===== config.mk =====
export PLATFORM = sky130hd
export DESIGN_NAME = dcblk_hpf
export DESIGN_NICKNAME = d
export VERILOG_FILES = /design/src/rtl/dcblk_pkg.sv /design/src/rtl/dcblk_round_sat.sv /design/src/rtl/dcblk_section.sv /design/src/rtl/dcblk_hpf.sv
export SDC_FILE = /design/constraint.sdc
export NUM_CORES = 1
export LEC_CHECK = 0
export CORE_MARGIN = 2
export CORE_UTILIZATION = 45
export DETAILED_ROUTE_END_ITERATION = 7
export DONT_BUFFER_PORTS = 1
export SLEW_MARGIN = 20
export SYNTH_ARGS = -nofsm -noshare
export SYNTH_HDL_FRONTEND = slang
export SYNTH_SLANG_ARGS = --single-unit

===== constraint.sdc =====
create_clock -name clk -period 8.5 [get_ports clk]
set_clock_uncertainty 0.05 [all_clocks]
set_input_delay 1.7 -clock clk [delete_from_list [all_inputs] [get_ports clk]]
set_output_delay 1.7 -clock clk [all_outputs]
set_load 0.1 [all_outputs]

===== src/rtl/dcblk_pkg.sv =====
package dcblk_pkg;
  localparam int DCB_NCH = 2;
  typedef enum int unsigned {CH_LEFT = 0, CH_RIGHT = 1} dcb_chan_e;
endpackage


===== src/rtl/dcblk_round_sat.sv =====
module dcblk_round_sat #(
  parameter int DW   = 16,
  parameter int FRAC = 12,
  parameter int AW   = 31
) (
  input  logic signed [AW-1:0] acc_i,
  output logic signed [DW-1:0] y_o
);
  localparam int QW = AW - FRAC + 1;
  localparam logic signed [AW:0]   HALF = (AW+1)'(2 ** (FRAC-1));
  localparam logic signed [QW-1:0] MAXV = QW'(2 ** (DW-1) - 1);
  localparam logic signed [QW-1:0] MINV = ~MAXV;

  logic signed [AW:0]   rnd;
  logic signed [QW-1:0] q;

  always_comb begin
    rnd = $signed({acc_i[AW-1], acc_i}) + HALF;
    q   = rnd[AW:FRAC];
    if (q > MAXV)      y_o = MAXV[DW-1:0];
    else if (q < MINV) y_o = MINV[DW-1:0];
    else               y_o = q[DW-1:0];
  end
endmodule


===== src/rtl/dcblk_section.sv =====
module dcblk_section #(
  parameter int DW    = 16,
  parameter int FRAC  = 12,
  parameter int SHIFT = 11,
  parameter int GUARD = 3
) (
  input  logic                 clk,
  input  logic                 clr,
  input  logic                 vld_i,
  input  logic signed [DW-1:0] x_i,
  output logic                 vld_o,
  output logic signed [DW-1:0] y_o
);
  localparam int AW = DW + GUARD + FRAC;

  logic signed [DW-1:0] x_prev_q;
  logic signed [AW-1:0] acc_q, acc_nx, fb, step;
  logic signed [DW:0]   diff;
  logic signed [DW-1:0] y_nx;

  always_comb begin
    diff   = $signed({x_i[DW-1], x_i}) - $signed({x_prev_q[DW-1], x_prev_q});
    step   = $signed({{(GUARD-1){diff[DW]}}, diff, {FRAC{1'b0}}});
    fb     = acc_q >>> SHIFT;
    acc_nx = acc_q - fb + step;
  end

  dcblk_round_sat #(.DW(DW), .FRAC(FRAC), .AW(AW)) u_rs (
    .acc_i (acc_nx),
    .y_o   (y_nx)
  );

  always_ff @(posedge clk) begin
    if (clr) begin
      x_prev_q <= '0;
      acc_q    <= '0;
      y_o      <= '0;
      vld_o    <= 1'b0;
    end else begin
      vld_o <= vld_i;
      if (vld_i) begin
        x_prev_q <= x_i;
        acc_q    <= acc_nx;
        y_o      <= y_nx;
      end
    end
  end

  p_vld_follow_r2: assert property (@(posedge clk) disable iff (clr)
    vld_i |=> vld_o);
  p_vld_quiet_r2: assert property (@(posedge clk) disable iff (clr)
    !vld_i |=> !vld_o);
  p_first_pass_r3: assert property (@(posedge clk) disable iff (clr)
    (vld_i && x_prev_q == '0 && acc_q == '0) |=> (y_o == $past(x_i)));
  p_idle_hold_r7: assert property (@(posedge clk) disable iff (clr)
    !vld_i |=> ($stable(y_o) && $stable(acc_q)));
endmodule


===== src/rtl/dcblk_hpf.sv =====
module dcblk_hpf
  import dcblk_pkg::*;
#(
  parameter int DW    = 16,
  parameter int FRAC  = 12,
  parameter int SHIFT = 11,
  parameter int GUARD = 3
) (
  input  logic                 clk,
  input  logic                 rst,
  input  logic                 adc_pd_n,
  input  logic signed [DW-1:0] l_smp_i,
  input  logic                 l_vld_i,
  input  logic signed [DW-1:0] r_smp_i,
  input  logic                 r_vld_i,
  output logic signed [DW-1:0] l_smp_o,
  output logic                 l_vld_o,
  output logic signed [DW-1:0] r_smp_o,
  output logic                 r_vld_o
);
  logic                 clr;
  logic signed [DW-1:0] smp_in  [DCB_NCH];
  logic signed [DW-1:0] smp_out [DCB_NCH];
  logic                 vld_in  [DCB_NCH];
  logic                 vld_out [DCB_NCH];

  assign clr = rst | ~adc_pd_n;

  assign smp_in[CH_LEFT]  = l_smp_i;
  assign smp_in[CH_RIGHT] = r_smp_i;
  assign vld_in[CH_LEFT]  = l_vld_i;
  assign vld_in[CH_RIGHT] = r_vld_i;

  for (genvar c = 0; c < DCB_NCH; c++) begin : g_ch
    dcblk_section #(.DW(DW), .FRAC(FRAC), .SHIFT(SHIFT), .GUARD(GUARD)) u_sec (
      .clk   (clk),
      .clr   (clr),
      .vld_i (vld_in[c]),
      .x_i   (smp_in[c]),
      .vld_o (vld_out[c]),
      .y_o   (smp_out[c])
    );
  end

  assign l_smp_o = smp_out[CH_LEFT];
  assign l_vld_o = vld_out[CH_LEFT];
  assign r_smp_o = smp_out[CH_RIGHT];
  assign r_vld_o = vld_out[CH_RIGHT];

  p_pd_clear_r8: assert property (@(posedge clk) disable iff (rst)
    !adc_pd_n |=> (l_smp_o == '0 && r_smp_o == '0 && !l_vld_o && !r_vld_o));
  p_reset_clear_r1: assert property (@(posedge clk)
    rst |=> (l_smp_o == '0 && r_smp_o == '0 && !l_vld_o && !r_vld_o));
endmodule


==> impl_summary.md <==
Status
The flow ran to the end, and the final reports show no timing, DRC or antenna violations.

Clock network
The total clock sinks is 128. The H-tree was split into 4 levels. The post-CTS setup buffer count is 0. The clock-pin slew of the registers on the worst-case setup and hold paths is 0.06 ns. For the worst-skew pair, the clock arrives at the later sink with an insertion delay of 0.43 ns. Clock tree synthesis selected as its root buffer the cell clkbuf_16. TritonCTS built the clock tree. Clock tree synthesis inserted a total of 17 buffers. The clock tree buffer depth is 2.

Synthesis
Sequential cells were found to cover 22.1% of the synthesized design area. The warning count from the yosys run is 0. The average cell area after synthesis is 8.31 um2.

The synthesized-area fraction occupied by ao, oa, aoi and oai cells is 20.2%. In the synthesized netlist the dominant register cell turns out to be dfxtp_1. The fraction of post-synthesis cell area in the top cell type by area is 22.1%. The fraction of synthesized cell area in xor and xnor cells is 6.19%. By area the synthesized netlist is led by dfxtp_1 (22%), ha_1 (13%), fa_1 (6.9%), mux2i_1 (6.8%), nor2_1 (5.5%).

The post-synthesis cell type with the largest combined area is dfxtp_1. The post-synthesis instance total is 1395. The share of synthesized area spent on multiplexers is 7.21%. By area, the combinational part of the netlist is dominated by compound AO/OA/AOI/OAI gates. The synthesized design contains 0 enable-type register cells.

Of all flip-flops after synthesis, the portion carrying an async set or reset was 0%. After Yosys synthesis, and, or, nand and nor cells account for 18.9% of the synthesized area. The synthesized netlist occupies a cell area of 0.0116 mm2.

By count the netlist is led by nor2_1 (169), dfxtp_1 (128), inv_1 (119). After Yosys synthesis, full adders, half adders and majority gates account for 19.6% of the synthesized area. The number of register bits inferred by synthesis is 128. When the netlist entered floorplanning its net count stood at 1590. The number of distinct standard cells referenced by the synthesized netlist is 88. The most common cell in the synthesized netlist is nor2_1.

Critical path
The critical-path maximum fanout is 15. The category of the worst setup path capture point is a register. The nature of the critical path startpoint is a primary input.

The most critical setup path has its startpoint at r_smp_i[0]. The data arrival time at the worst-slack endpoint is 7.88 ns. The class of the most critical setup path is primary input to register. The worst flop-to-flop path startpoint is g_ch[1].u_sec.x_prev_q[0]$_SDFFE_PP0P_. At the worst endpoint, the required time is 8.72 ns.

Routing
The detailed-route via count is 9710. In the final routed layout, each cell accounts on average for 17.4 um. The number of detailed-route iterations in the first pass is 5. Summed over all layers, the routed wires come to 29.7 mm. The remaining antenna violation count after routing is 0. In the routed design, unresolved DRC markers number 0. The violation count after the first detailed-routing iteration is 516. In the routed layout, each cell is associated on average with a via count of 5.68.

Floorplan
The y dimension of the die is 165 um. The I/O pin count is 71. The initial core utilization is 45.9%. The area of the die is 0.0271 mm2. The core region area is 0.0253 mm2. The die is 165 um wide. The total number of placement rows is 58.

Timing
Setup repair after global routing left no endpoint under its margin. The total count of max-transition violations in the final report is 0. The smallest clock period supported by the final layout is computed as 7.66 ns.

Measured against its own limit, the worst slew margin works out to 29.3%. Setup violations remaining at the end of the flow were counted as 0. The hold violation count in the final report is 0. After routing, the total negative slack on setup checks comes to 0 ns. The slew of the pin with the lowest slew margin is 1.06 ns. After layout, the worst path uses 90.1% of the clock period. Static timing analysis puts the maximum clock frequency at 131 MHz.

Run
Max-cap violations in this run came to 0.

Layout
In the final layout, the share of cells above drive strength 1 is 5.94%. The signed area change from the synthesized netlist to the final layout is 7.34%. The number of antenna diodes in the final layout is 0.

In the final design database the tool counted 1562 nets.

Min path
The startpoint of the lowest-slack hold path is g_ch[0].u_sec.acc_q[0]$_SDFFE_PP0P_. The type of the tightest min-delay check is register to register.

Global routing
In this run the most used layer during global routing was met1. For this run, global-route usage on met2 was measured as 32.4%. Global routing used 5.05% of the available met3 tracks.

The number of antenna violations at the first check in global routing is 0. The via count of the first global-routing pass came to 9143. The maximum number of pins on one net before global-route repair is 97. The first global-routing pass estimated 48.6 mm of wire. In the global route stage, overall resource usage came out at 22.7%.

The aggregate global routing overflow is 0. The met1 track demand over resource is 33.7%.

Placed design
During placement, the flow inserted port buffers numbering 0. The final weighted congestion in routability-driven placement is 0.897. The wire-length estimate of the detail-placed layout is 22.9 mm.
-- layout make-up --
type,count,area [um2]
inverters,119,447
multi-input cells,1096,8380
clock inverters,14,158
clock buffers,18,439
well taps,330,413
repair buffers,5,53.8
fillers,2500,12800
flip-flops and latches,128,2560
-- critical path, stage by stage --
cell	delay, ns
inv_1	0.04
ha_1	0.18
fa_1	0.23
nor2b_1	0.06
o21ai_0	0.20
a21boi_0	0.15
o21ai_0	0.23
a21boi_0	0.15
o21ai_0	0.22
a21boi_0	0.17
o311ai_1	0.39
a21boi_0	0.29
fa_1	0.46
ha_1	0.41
a21o_1	0.23
a31o_2	0.26
or2_2	0.32
o221ai_2	0.21
nand4b_4	0.15
or4_4	0.57
nor4_4	0.21
and4_1	0.30
a211o_2	0.15
o2111a_2	0.47
a211oi_1	0.13
-- timing repair --
item	4_1_cts	5_1_grt
resized for setup	0	1
hold buffers	0	0
setup endpoints to repair	0	15
-- layout by cell type (no fill, tap or decap), drive strengths merged, types with 6 or more instances in the layout --
cell type,Yosys,final
nand3,28,28
a21oi,67,67
o21a,10,10
ha,118,118
or3,10,10
and3,19,19
a211oi,39,39
nand2,76,76
inv,119,122
clkbuf,38,18
dfxtp,128,128
and4,10,10
and2,16,16
nor2b,14,14
mux2i,79,79
o21ai,69,69
nor2,169,169
xor2,17,17
nand4,13,13
o211ai,7,7
a31oi,8,8
a21boi,14,14
o22ai,19,19
fa,40,40
or2,6,6
a21o,22,22
o21bai,12,12
nor4,6,6
clkinv,0,6
a311oi,8,8
xnor2,65,65
nor3,29,29
nand2b,26,26
-- per-stage QoR --
| step | util, % | area [um2] | setup WS (ns) | hold WS (ns) | instances |
|---|---|---|---|---|---|
| global placement | 46.9 | 11800 | 0.440 | 0.415 | 1678 |
| global route | 49.3 | 12400 | 0.101 | 0.455 | 1710 |
| finish | 49.3 | 12400 | 0.842 | 0.435 | 1710 |
| CTS | 49.3 | 12400 | 0.730 | 0.433 | 1710 |
| detailed placement | 46.9 | 11800 | 0.292 | 0.425 | 1678 |
| floorplan | - | 11600 | 0.974 | 0.400 | 1395 |
-- routing by layer --
layer | share of wire [%] | wire [um] | up-vias
li1 | - | - | 4934
met2 | 40 | 11900 | 221
met1 | 51 | 15200 | 4510
met4 | 2.3 | 677 | 0
met5 | 0 | 0 | -
met3 | 6.4 | 1900 | 45
-- registers in the layout, indices dropped and copies added (netlist names) --
signal / count
g_ch.u_sec.x_prev_q: 32
g_ch.u_sec.vld_o: 2
g_ch.u_sec.y_o: 32
g_ch.u_sec.acc_q: 62
-- worst paths after layout --
path,slack [ns],end,cells after the start
max,0.84,g_ch[1].u_sec.y_o[0]$_SDFFE_PP0P_,25
min,0.43,g_ch[0].u_sec.acc_q[0]$_SDFFE_PP0P_,2
max reg2reg,1.82,g_ch[1].u_sec.y_o[0]$_SDFFE_PP0P_,24
min reg2reg,0.43,g_ch[0].u_sec.acc_q[0]$_SDFFE_PP0P_,2
-- logic make-up (layout without fill, tap and decap cells) --
| kind of cell | Yosys count | in the layout |
|---|---|---|
| flip-flops | 128 | 128 |
| buffers and inverters | 171 | 156 |
| AND/OR/NAND/NOR | 440 | 440 |
| XOR/XNOR | 82 | 82 |
| adder cells (fa/ha/maj) | 158 | 158 |
| AO/OA/AOI/OAI | 333 | 333 |
| multiplexers | 83 | 83 |
Power is not shown: default switching activity piles up to over one toggle a cycle in this logic, so the estimate is an artifact.
